[src/rtl/nprr_pkg.sv]
`timescale 1ns/1ps
package nprr_pkg;

    typedef enum logic [1:0] {
        ST_IDLE    = 2'd0,
        ST_REQ     = 2'd1,
        ST_SERVICE = 2'd2
    } nprr_state_e;

endpackage

[src/rtl/nprr_prio_table.sv]
`timescale 1ns/1ps
module nprr_prio_table #(
    parameter int NUM_CH = 16,
    parameter int PRIO_W = 4,
    localparam int CH_W = $clog2(NUM_CH)
) (
    input  logic                           clk,
    input  logic                           rst_n,
    input  logic                           wr_en_i,
    input  logic [CH_W-1:0]                wr_ch_i,
    input  logic [PRIO_W-1:0]              wr_val_i,
    output logic [NUM_CH-1:0][PRIO_W-1:0]  prio_o
);

    for (genvar g = 0; g < NUM_CH; g++) begin : g_ch
        localparam logic [PRIO_W-1:0] RST_PRIO = PRIO_W'(g);
        always_ff @(posedge clk or negedge rst_n) begin
            if (!rst_n) begin
                prio_o[g] <= RST_PRIO;
            end else if (wr_en_i && (wr_ch_i == CH_W'(g))) begin
                prio_o[g] <= wr_val_i;
            end
        end
    end

endmodule

[src/rtl/nprr_max_pick.sv]
`timescale 1ns/1ps
module nprr_max_pick #(
    parameter int NUM_CH = 16,
    parameter int PRIO_W = 4,
    localparam int CH_W = $clog2(NUM_CH)
) (
    input  logic [NUM_CH-1:0]              cand_i,
    input  logic [NUM_CH-1:0][PRIO_W-1:0]  prio_i,
    output logic                           valid_o,
    output logic [CH_W-1:0]                idx_o
);

    logic [PRIO_W-1:0] best_prio;

    always_comb begin
        valid_o   = 1'b0;
        idx_o     = '0;
        best_prio = '0;
        for (int i = 0; i < NUM_CH; i++) begin
            if (cand_i[i] && (!valid_o || (prio_i[i] > best_prio))) begin
                valid_o   = 1'b1;
                idx_o     = CH_W'(i);
                best_prio = prio_i[i];
            end
        end
    end

endmodule

[src/rtl/nprr_isr_track.sv]
`timescale 1ns/1ps
module nprr_isr_track #(
    parameter int NUM_CH = 16,
    localparam int CH_W = $clog2(NUM_CH)
) (
    input  logic              clk,
    input  logic              rst_n,
    input  logic              set_en_i,
    input  logic [CH_W-1:0]   set_idx_i,
    input  logic              clr_en_i,
    input  logic [CH_W-1:0]   clr_idx_i,
    output logic [NUM_CH-1:0] isr_o,
    output logic [NUM_CH-1:0] isr_next_o
);

    always_comb begin
        isr_next_o = isr_o;
        if (clr_en_i) isr_next_o[clr_idx_i] = 1'b0;
        if (set_en_i) isr_next_o[set_idx_i] = 1'b1;
    end

    always_ff @(posedge clk or negedge rst_n) begin
        if (!rst_n) isr_o <= '0;
        else        isr_o <= isr_next_o;
    end

    AST_ISR_SET_ON_ACK: assert property (@(posedge clk) disable iff (!rst_n)
        set_en_i |=> isr_o[$past(set_idx_i)]);

    AST_EOI_RETIRES_ONE: assert property (@(posedge clk) disable iff (!rst_n)
        (clr_en_i && !set_en_i) |=> ($countones(isr_o) + 1 == $countones($past(isr_o))));

    AST_ISR_STABLE_IDLE: assert property (@(posedge clk) disable iff (!rst_n)
        (!clr_en_i && !set_en_i) |=> $stable(isr_o));

endmodule

[src/rtl/nest_prio_resolver.sv]
`timescale 1ns/1ps
module nest_prio_resolver #(
    parameter int NUM_CH = 16,
    parameter int PRIO_W = 4,
    localparam int CH_W  = $clog2(NUM_CH),
    localparam int VEC_W = CH_W + 1
) (
    input  logic               clk,
    input  logic               rst_n,
    input  logic [NUM_CH-1:0]  pend_i,
    input  logic               prio_wr_i,
    input  logic [CH_W-1:0]    prio_wr_ch_i,
    input  logic [PRIO_W-1:0]  prio_wr_val_i,
    input  logic               lock_wr_i,
    input  logic               lock_en_i,
    input  logic [PRIO_W-1:0]  lock_lvl_i,
    input  logic               vec_rd_i,
    input  logic               eoi_wr_i,
    output logic               irq_o,
    output logic [VEC_W-1:0]   vec_o,
    output logic [NUM_CH-1:0]  ack_clr_o,
    output logic [NUM_CH-1:0]  isr_o
);
    import nprr_pkg::*;

    localparam logic [VEC_W-1:0]  DEF_VEC = VEC_W'(NUM_CH);
    localparam logic [PRIO_W:0]   ONE_X   = (PRIO_W+1)'(1);

    // priority storage
    logic [NUM_CH-1:0][PRIO_W-1:0] prio_tbl;

    nprr_prio_table #(.NUM_CH(NUM_CH), .PRIO_W(PRIO_W)) u_tbl (
        .clk      (clk),
        .rst_n    (rst_n),
        .wr_en_i  (prio_wr_i),
        .wr_ch_i  (prio_wr_ch_i),
        .wr_val_i (prio_wr_val_i),
        .prio_o   (prio_tbl)
    );

    // lock threshold register
    logic              lock_en_q;
    logic [PRIO_W-1:0] lock_lvl_q;

    always_ff @(posedge clk or negedge rst_n) begin
        if (!rst_n) begin
            lock_en_q  <= 1'b0;
            lock_lvl_q <= '0;
        end else if (lock_wr_i) begin
            lock_en_q  <= lock_en_i;
            lock_lvl_q <= lock_lvl_i;
        end
    end

    // in-service tracking and its top entry
    logic              isr_top_valid;
    logic [CH_W-1:0]   isr_top_idx;
    logic [NUM_CH-1:0] isr_next;
    logic              win_valid;
    logic [CH_W-1:0]   win_idx;
    logic              ack_take;
    logic              eoi_take;

    assign ack_take = vec_rd_i && win_valid;
    assign eoi_take = eoi_wr_i && isr_top_valid;

    nprr_max_pick #(.NUM_CH(NUM_CH), .PRIO_W(PRIO_W)) u_isr_pick (
        .cand_i  (isr_o),
        .prio_i  (prio_tbl),
        .valid_o (isr_top_valid),
        .idx_o   (isr_top_idx)
    );

    nprr_isr_track #(.NUM_CH(NUM_CH)) u_isr (
        .clk        (clk),
        .rst_n      (rst_n),
        .set_en_i   (ack_take),
        .set_idx_i  (win_idx),
        .clr_en_i   (eoi_take),
        .clr_idx_i  (isr_top_idx),
        .isr_o      (isr_o),
        .isr_next_o (isr_next)
    );

    // eligibility threshold: a channel qualifies when prio >= thr
    logic [PRIO_W:0]   lock_thr;
    logic [PRIO_W:0]   isr_thr;
    logic [PRIO_W:0]   thr;
    logic [NUM_CH-1:0] cand;

    always_comb begin
        lock_thr = lock_en_q     ? ({1'b0, lock_lvl_q} + ONE_X)             : '0;
        isr_thr  = isr_top_valid ? ({1'b0, prio_tbl[isr_top_idx]} + ONE_X) : '0;
        thr      = (lock_thr > isr_thr) ? lock_thr : isr_thr;
        for (int i = 0; i < NUM_CH; i++) begin
            cand[i] = pend_i[i] && ({1'b0, prio_tbl[i]} >= thr);
        end
    end

    nprr_max_pick #(.NUM_CH(NUM_CH), .PRIO_W(PRIO_W)) u_win_pick (
        .cand_i  (cand),
        .prio_i  (prio_tbl),
        .valid_o (win_valid),
        .idx_o   (win_idx)
    );

    // control state machine
    nprr_state_e state_q, state_d;
    logic        busy_next;

    assign busy_next = |isr_next;

    always_comb begin
        state_d = state_q;
        if (vec_rd_i) begin
            state_d = busy_next ? ST_SERVICE : ST_IDLE;          // accept
        end else begin
            unique case (state_q)
                ST_IDLE: begin
                    if (win_valid) state_d = ST_REQ;               // raise
                end
                ST_REQ: begin
                    if (!win_valid)
                        state_d = busy_next ? ST_SERVICE : ST_IDLE; // withdraw
                end
                ST_SERVICE: begin
                    if (win_valid)       state_d = ST_REQ;         // raise
                    else if (!busy_next) state_d = ST_IDLE;        // unwind
                end
                default: state_d = ST_IDLE;
            endcase
        end
    end

    always_ff @(posedge clk or negedge rst_n) begin
        if (!rst_n) state_q <= ST_IDLE;
        else        state_q <= state_d;
    end

    // outputs
    assign irq_o = (state_q == ST_REQ);

    always_ff @(posedge clk or negedge rst_n) begin
        if (!rst_n) begin
            vec_o     <= DEF_VEC;
            ack_clr_o <= '0;
        end else begin
            ack_clr_o <= '0;
            if (vec_rd_i) begin
                vec_o <= win_valid ? {1'b0, win_idx} : DEF_VEC;
                if (win_valid) ack_clr_o[win_idx] <= 1'b1;
            end
        end
    end

    AST_ACK_DROPS_IRQ: assert property (@(posedge clk) disable iff (!rst_n)
        vec_rd_i |=> !irq_o);

    AST_CLR_ONEHOT: assert property (@(posedge clk) disable iff (!rst_n)
        $onehot0(ack_clr_o));

    AST_CLR_SINGLE_CYCLE: assert property (@(posedge clk) disable iff (!rst_n)
        (|ack_clr_o) |=> (ack_clr_o != $past(ack_clr_o)));

    AST_DEFAULT_NO_CLR: assert property (@(posedge clk) disable iff (!rst_n)
        (vec_rd_i && !win_valid) |=> ((ack_clr_o == '0) && (vec_o == DEF_VEC)));

    AST_VEC_RANGE: assert property (@(posedge clk) disable iff (!rst_n)
        vec_o <= DEF_VEC);

    AST_IRQ_NEEDS_WINNER: assert property (@(posedge clk) disable iff (!rst_n)
        (!win_valid && !vec_rd_i) |=> !irq_o);

endmodule

[config.mk]
export PLATFORM = sky130hd
export DESIGN_NAME = nest_prio_resolver
export DESIGN_NICKNAME = d
export VERILOG_FILES = /design/src/rtl/nprr_pkg.sv /design/src/rtl/nprr_prio_table.sv /design/src/rtl/nprr_max_pick.sv /design/src/rtl/nprr_isr_track.sv /design/src/rtl/nest_prio_resolver.sv
export SDC_FILE = /design/constraint.sdc
export NUM_CORES = 1
export LEC_CHECK = 0
export ABC_AREA = 1
export BUFFER_PORTS_ARGS = -buffer_cell sky130_fd_sc_hd__buf_2
export CELL_PAD_IN_SITES_DETAIL_PLACEMENT = 0
export CELL_PAD_IN_SITES_GLOBAL_PLACEMENT = 2
export CORE_AREA = 3 3 199 201
export DETAILED_ROUTE_END_ITERATION = 12
export DIE_AREA = 0 0 202 204
export PLACE_DENSITY = 0.7
export RECOVER_POWER = 25
export SYNTH_ARGS = -nofsm -noshare
export SYNTH_HDL_FRONTEND = slang
export SYNTH_SLANG_ARGS = --single-unit
[constraint.sdc]
create_clock -name clk -period 39.6 [get_ports clk]
set_clock_uncertainty 0.05 [all_clocks]
set_input_delay 7.92 -clock clk [delete_from_list [all_inputs] [get_ports clk]]
set_output_delay 7.92 -clock clk [all_outputs]
set_load 0.05 [all_outputs]
* After elaboration in Yosys (flattened, before gate mapping)
Cells that the tools add are included.
** Word-level totals
- Bits in read-only memories :: 0
- Memories :: 0
- Register bits after elaboration :: 108
- Logic and storage cells :: 341
- Bits in latches :: 0
- Input bits :: 35
- Output and inout bits :: 38
- Bits in writable memories :: 0
** Cells by class
- Order comparisons :: 51
- Shift operators :: 0
- Bitwise gates (word level) :: 3
- $add $sub $neg :: 2
- $mul :: 0
- Reduce and logical (&&, ||, !) cells :: 130
- Equality and inequality tests :: 20
- Multiplexer cells :: 113
- Div/mod/pow operators :: 0
** Operator list (number)
- $mux W4 :: 47
- $gt A4 B4 Y1 :: 30
- $ge A4 B5 Y1 :: 16
- $logic_and A1 B1 Y1 :: 66
- $mux W16 :: 4
- $mux W1 :: 36
- $eq A4 B4 Y1 const B :: 8
- $logic_not A1 Y1 :: 30
- $logic_or A1 B1 Y1 :: 30
- $mux W3 :: 8
- $mux W2 :: 10
- $mux W5 :: 4
- $and A16 B16 Y16 :: 1
- $bmux W4 S4 :: 1
- $eq A4 B3 Y1 const B :: 4
- $not A16 Y16 :: 1
- $or A16 B16 Y16 :: 1
- $reduce_or A16 Y1 :: 1
- $add A4 B1 Y5 const B :: 2
- $lt A4 B5 Y1 const B :: 2
- $demux W1 S4 :: 2
- $eq A4 B2 Y1 const B :: 2
- $ge A4 B1 Y1 const B :: 2
- $ne A3 B3 Y1 const B :: 2
- 9 further kinds :: 9

* Depth between registers and ports, before layout
Gate-level depths: netlist of run 1.
- Depth in word-level cells :: 141
- Gate-level depth with buffers :: 354
- Mapped depth without buffers :: 351

* Modules after synthesis
A second synthesis of run 1 with hierarchy kept.
** Second synthesis, totals
- Cell total of the unflattened synthesis :: 1984
- Area total of the unflattened synthesis :: 12737.2 um2
** Modules (own cells, without submodules)
- nprr_max_pick :: cells an instance 501, instances 2, area an instance 2766.4 um2, sequential area each 0.0 um2
- nest_prio_resolver :: cells an instance 542, instances 1, area an instance 3611.0 um2, sequential area each 701.9 um2
- nprr_prio_table :: cells an instance 328, instances 1, area an instance 2763.9 um2, sequential area each 1641.6 um2
- nprr_isr_track :: cells an instance 112, instances 1, area an instance 829.5 um2, sequential area each 400.4 um2

* Least setup slack after synthesis of run 1
No wires, ideal clock.
- Kind :: reg-to-reg
- From :: reg u_isr.isr_o[0]
- To :: reg state_q[1]
- Library setup time :: 0.118 ns
- Stages on the path, launching flop included :: 339
- Data arrival time :: 36.337 ns
- Path slack :: 3.094 ns
- Buffers on the path :: 4
- Data required time :: 39.432 ns
- Clock period less this slack :: 36.506 ns
- Cell sequence :: dfrtp_1 > nand2_1 > ha_1 > nand2_1 > inv_2 > nand2_1 > nand2_1 > nand2_1 > nand2_1 > nand2_2 > nand2_1 > and2_1 > ha_1 > nand2_1 > inv_2 > o21ai_1 > nand2_1 > nand2_1 > (+303 left out) > inv_1 > nand2_1 > nor2_1 > inv_1 > nor2_1 > inv_2 > nor2_1 > nand2_2 > inv_2 > nand4_1 > nand2_1 > nor2_1 > nand2_1 > nor2_2 > nand3_1 > nand2_1 > nand3_1 > nand2_1
** On the way
- Cells in the longest elaborated chain, start to end :: 141
- Elaborated cells between the ends (all ways) :: 277
- Classes of those cells :: add/sub (1); order compare (51); eq/ne (3); mux (107); bitwise (3); reduce/logical (112)
** Ends and longest elaborated chain
- start, declared :: RTL line nprr_isr_track.sv:12 : output logic [NUM_CH-1:0] isr_o,
- start signal, assigned :: RTL line nprr_isr_track.sv:24 : else isr_o <= isr_next_o;
- $mux W4 or $mux W1 (tied branches) :: RTL line nprr_max_pick.sv:20 : if (cand_i[i] && (!valid_o || (prio_i[i] > best_prio))) begin
- $gt A4 B4 Y1 or $logic_not A1 Y1 (tied branches) :: RTL line nprr_max_pick.sv:20
- $logic_or A1 B1 Y1 :: RTL line nprr_max_pick.sv:20
- $logic_and A1 B1 Y1 :: RTL line nprr_max_pick.sv:20
- $mux W4 or $mux W1 (tied branches) :: RTL line nprr_max_pick.sv:20
- $gt A4 B4 Y1 or $logic_not A1 Y1 (tied branches) :: RTL line nprr_max_pick.sv:20
- $logic_or A1 B1 Y1 :: RTL line nprr_max_pick.sv:20
- $logic_and A1 B1 Y1 :: RTL line nprr_max_pick.sv:20
- (+126 left out)
- $or A16 B16 Y16 (no source line)
- $mux W16 * :: RTL line nprr_isr_track.sv:19 : if (set_en_i) isr_next_o[set_idx_i] = 1'b1;
- via isr_next[10] :: RTL line nest_prio_resolver.sv:58 : logic [NUM_CH-1:0] isr_next;
- $reduce_or A16 Y1 * :: RTL line nest_prio_resolver.sv:111 : assign busy_next = |isr_next;
- $mux W2 :: RTL line nest_prio_resolver.sv:116, nest_prio_resolver.sv:124
- $mux W2 :: RTL line nest_prio_resolver.sv:123 : if (!win_valid)
- $pmux W2 S3 :: RTL line nest_prio_resolver.sv:118 : unique case (state_q)
- $mux W2 :: RTL line nest_prio_resolver.sv:115 : if (vec_rd_i) begin
- end signal, assigned :: RTL line nest_prio_resolver.sv:137 : else state_q <= state_d;
- end, declared :: RTL line nest_prio_resolver.sv:108 : nprr_state_e state_q, state_d;
The timed path passes the listed nets; every way through them passes the cells marked *. The select of a mux whose other input is x is not followed.
A chain may end at the register's enable or synchronous reset.

* Final worst setup path of run 1
Ends and elaborated chain as after synthesis.

==> results of run 1 <==
## timing repair
action	CTS	global route
endpoints found under the setup margin	16	37
gates resized for setup	14	259
pin swaps	0	132
setup buffers	0	73
gates cloned	0	10
## stage by stage
step,hold slack [ns],TNS (ns)
final,0.439,0
after global routing,0.461,-7.84
after CTS,0.445,0
after detailed placement,0.418,-0.328
after global placement,0.413,0
after floorplan,0.403,0
## area by class of cell
| cell class | count | area share [%] |
|---|---|---|
| inverters | 283 | 6.93 |
| repair buffers | 305 | 13.6 |
| diodes | 1 | 0.0159 |
| multi-input cells | 1366 | 55.8 |
| clock buffers | 10 | 1.46 |
| well taps | 511 | 4.07 |
| flip-flops and latches | 108 | 17.5 |
| clock inverters | 6 | 0.614 |
## synthesized netlist by cell type, types with 14 or more instances
cell | count | area share (%)
nand2_4 | 15 | 1.4
o21ai_0 | 210 | 8.9
nand2_1 | 477 | 15
nand4_1 | 43 | 2.3
inv_2 | 14 | 0.45
ha_1 | 176 | 19
a21oi_1 | 57 | 2.4
nor2_1 | 112 | 3.6
dfstp_2 | 33 | 7.4
inv_1 | 264 | 8.4
nand3_1 | 106 | 4.5
nand2_2 | 47 | 2.5
dfrtp_1 | 75 | 16
o21bai_1 | 25 | 1.6
## cells by family (layout without fill, tap and decap cells)
kind of cell	after synthesis	in the layout	share of synthesized area (%)
mux	2	2	0.191
simple gates	837	847	31.8
flops	108	108	23.3
fa+ha+maj	176	176	18.7
buf+inv	303	604	10.1
compound gates	341	341	15.9
other cells	0	1	0
## worst paths after layout
kind	from	cells after the start	slack (ns)	endpoint
worst max-delay path	u_isr.isr_o[0]$_DFF_PN0_	339	2.72	state_q[1]$_DFFE_PN0P_
worst min-delay path	vec_o[0]$_DFFE_PN0P_	2	0.44	vec_o[0]$_DFFE_PN0P_
worst max register to register	u_isr.isr_o[0]$_DFF_PN0_	339	2.72	state_q[1]$_DFFE_PN0P_
worst min register to register	vec_o[0]$_DFFE_PN0P_	2	0.44	vec_o[0]$_DFFE_PN0P_
max in group asynchronous	rst_n	2	29.02	u_isr.isr_o[0]$_DFF_PN0_
min in group asynchronous	rst_n	1	8.46	state_q[1]$_DFFE_PN0P_
## worst min-delay path, cell delays in order, from the launching register on
cell,delay (ns)
dfrtp_1,0.35
nand2_1,0.05
nand2_1,0.06
## flip-flops by register name, summed over array words and instances, names as in the netlist
name / cells
u_tbl.prio_o: 64
ack_clr_o: 16
u_isr.isr_o: 16
vec_o: 5
lock_lvl_q: 4
state_q: 2
lock_en_q: 1
## layer usage
layer | up-vias | share of wire, %
li1 | 6473 | -
met1 | 5741 | 50
met2 | 180 | 45
met3 | 34 | 3.4
met4 | 0 | 1.5
met5 | - | 0
==> run metrics, run 1 <==
status complete, but fails checks; violated checks max-capacitance violations, max-slew violations; Worst path max stage delay 0.48 ns; worst-path maximum fanout 8; Critical Path Source Type flop; Nets 2284; clock sinks 108; worst slew pin tran 2.97 ns; layout cells sized above 1 29.6%; max cap viols 1; syn nets 1978; most frequent cells in the layout nand2_1 (423), inv_1 (250), buf_4 (229), ha_1 (162), o21ai_0 (139); Crit path arrival time 37.09 ns; most common cell after layout, fill and taps aside nand2_1; Area Growth Syn to Fin 33.2%; CP Capture Type flop; Top-Level Pins 73; hpwl dp 34000 µm; Post-CTS Hold Fix Bufs 0; grt met3 use 3.04%; final setup fails 0; final WL 43900 µm; CTS tree yes; Num CTS Buffers 9; cell count after synthesis 1767; max-slew violation count 53; placed cell area 13900 µm²; Max clock buf depth 2; port bufs 72; critical path's top delay family simple AND/OR/NAND/NOR gates; DIE WIDTH 202 µm; Global Route met2 Usage 33.7%; first-pass detailed-route iteration total 5; final worst setup slack 2.72 ns; Clock Root Buffer clkbuf_16; achievable frequency 27.1 MHz; DR vias 12400; initial drt markers 537; die height 204 µm; total gr overflow 0; Primary FF master, synth dfrtp_1; row count 71; Final Cycle Share 93.1%; # DRC 0; CP bufs+invs 44; largest net degree at the start of global routing 58; met1 Use GR 29.2%; Async S/R FF share, synth 100%; WP data required 39.81 ns; Yosys reg bits 108; clock slew at reported path FFs 0.08 ns; crit path kind flop to flop; FILL cells 4011; unrepaired setup endpoints after global routing true; fin crit period 36.88 ns; HP Class flop to flop; Syn Area/Cell 6.67 µm²; final instance area 15700 µm²; busiest layer in global routing met2; relative slew slack -97.9%; Core Area 37800 µm²; FF+latch area 2750 µm²; Netlist Area Pre-Place 11800 µm²; Worst-Skew Late Latency 0.36 ns; Multi-input gate area 8760 µm²; Starting Density 31.2%; Critical-path top delay cell dfrtp_2; CP dominant cell by count nand2_1; H-tree depth 3; die area 41200 µm²; Avg WL per Cell 16.9 µm; vias in the first global route 11500; Netlist cell types 47; Layout Utilization 41.6%; synth warn 0; DP Worst Slack -0.328 ns; GP Congestion 0.862; antenna violations before repair 0; EDFF count, synth 0; sequential area share after synthesis 23.3%; Vias per Instance 4.80; dpl cells 2490; first-pass GRT wire length 66700 µm; Layout Cells excl Fill 2590; Final Hold Violating Endpoints 0; ANT nets after route 0; Tot GR Track Use 20.7%
Power of run 1 is not shown: default switching activity piles up to over one toggle a cycle in this logic, so the estimate is an artifact.
==> run 2, diff against run 1 <==
--- a/config.mk
+++ b/config.mk
@@ -14,6 +14,7 @@
 export DIE_AREA = 0 0 202 204
 export PLACE_DENSITY = 0.7
 export RECOVER_POWER = 25
+export REMOVE_ABC_BUFFERS = 1
 export SYNTH_ARGS = -nofsm -noshare
 export SYNTH_HDL_FRONTEND = slang
 export SYNTH_SLANG_ARGS = --single-unit
==> run metrics, run 2 (synthesis results as in run 1) <==
Avg WL per Cell 17.5 µm; Global Route met2 Usage 34.6%; initial drt markers 622; DIE WIDTH 202 µm; GP Congestion 0.851; total gr overflow 0; first-pass detailed-route iteration total 5; row count 71; first-pass GRT wire length 67700 µm; port bufs 72; Worst path max stage delay 0.46 ns; crit path kind flop to flop; vias in the first global route 11600; max-slew violation count 34; max cap viols 1; status complete, but fails checks; hpwl dp 34200 µm; most frequent cells in the layout nand2_1 (412), inv_1 (249), buf_4 (192), ha_1 (163), o21ai_0 (130); largest net degree at the start of global routing 77; Num CTS Buffers 9; Worst-Skew Late Latency 0.37 ns; Top-Level Pins 73; Critical Path Source Type flop; achievable frequency 27.2 MHz; violated checks max-capacitance violations, max-slew violations; Top reg by flops u_tbl.prio_o; CP dominant cell by count nand2_1; ANT nets after route 0; Hold Worst Slack 0.439 ns; layout cells sized above 1 29.8%; final setup fails 0; grt met3 use 1.97%; Core Area 37800 µm²; Vias per Instance 4.86; CTS tree yes; die height 204 µm; clock slew at reported path FFs 0.08 ns; fin crit period 36.81 ns; DR vias 12400; Fin Setup TNS 0 ns; Critical-path top delay cell dfrtp_2; Area Growth Syn to Fin 31.8%; CP Capture Type flop; Final Hold Violating Endpoints 0; WP data required 39.86 ns; die area 41200 µm²; Final Cycle Share 92.9%; clock sinks 108; Crit path arrival time 37.07 ns; Post-CTS Hold Fix Bufs 0; busiest layer in global routing met2; # DRC 0; placed cell area 13500 µm²; H-tree depth 3; unrepaired setup endpoints after global routing true; met1 Use GR 29.9%; Clock Root Buffer clkbuf_16; antenna violations before repair 0; relative slew slack -19.0%; HP Class flop to flop; Regs by FF count u_tbl.prio_o (64), ack_clr_o (16), u_isr.isr_o (16); Nets 2253; Starting Density 31.2%; Max clock buf depth 2; worst slew pin tran 1.78 ns; Layout Utilization 41.2%; max FFs per register 64; worst-path maximum fanout 8; antenna cell count 0; final instance area 15500 µm²; Tot GR Track Use 20.9%; final WL 44700 µm; most common cell after layout, fill and taps aside nand2_1
[run 2: path summary, 6_finish.rpt]
| check | from | endpoint | slack [ns] | cells past startpoint |
|---|---|---|---|---|
| setup / recovery | u_isr.isr_o[0]$_DFF_PN0_ | state_q[1]$_DFFE_PN0P_ | 2.79 | 329 |
| hold / removal | vec_o[1]$_DFFE_PN0P_ | vec_o[1]$_DFFE_PN0P_ | 0.44 | 2 |
| setup reg to reg | u_isr.isr_o[0]$_DFF_PN0_ | state_q[1]$_DFFE_PN0P_ | 2.79 | 329 |
| hold reg to reg | vec_o[1]$_DFFE_PN0P_ | vec_o[1]$_DFFE_PN0P_ | 0.44 | 2 |
| max in group asynchronous | rst_n | u_tbl.prio_o[5]$_DFFE_PN0P_ | 29.67 | 2 |
| min in group asynchronous | rst_n | vec_o[3]$_DFFE_PN0P_ | 7.97 | 1 |
[run 2: stage by stage]
stage,setup WS [ns],instances
after floorplan,3.37,1747
after global placement,-0.255,2440
after detailed placement,-0.530,2440
after CTS,0.0488,2456
after global routing,-0.722,2558
final,2.79,2558
[run 2: area by class of cell]
| class | instances | area, µm² |
|---|---|---|
| Fill cell | 4074 | 22200 |
| Multi-Input combinational cell | 1369 | 8910 |
| Sequential cell | 108 | 2750 |
| Timing Repair Buffer | 271 | 1880 |
| Inverter | 283 | 1090 |
| Tap cell | 511 | 639 |
| Clock buffer | 11 | 233 |
| Clock inverter | 5 | 46.3 |
[run 2: metal layers]
layer  wire length, µm  share of wire, %
met5                 0                 0
met4               794               1.8
met3              1160               2.6
met2             20400                46
met1             22400                50
[run 2: worst max-delay path, delay by kind of cell (launching register included)]
family	cells	cell delay, ns
AO/OA/AOI/OAI	73	8.63
adder cells (fa/ha/maj)	32	9.18
buffers and inverters	39	2.55
flip-flops	1	0.46
AND/OR/NAND/NOR	185	15.77
[run 2: timing repair]
action | CTS | global route
endpoints found under the setup margin | 31 | 37
gates resized for setup | 13 | 311
cloned | 0 | 13
pin swaps | 0 | 160
setup buffers | 0 | 89
endpoints found under the hold margin | 0 | 0
Power of run 2 is left out for the same reason.
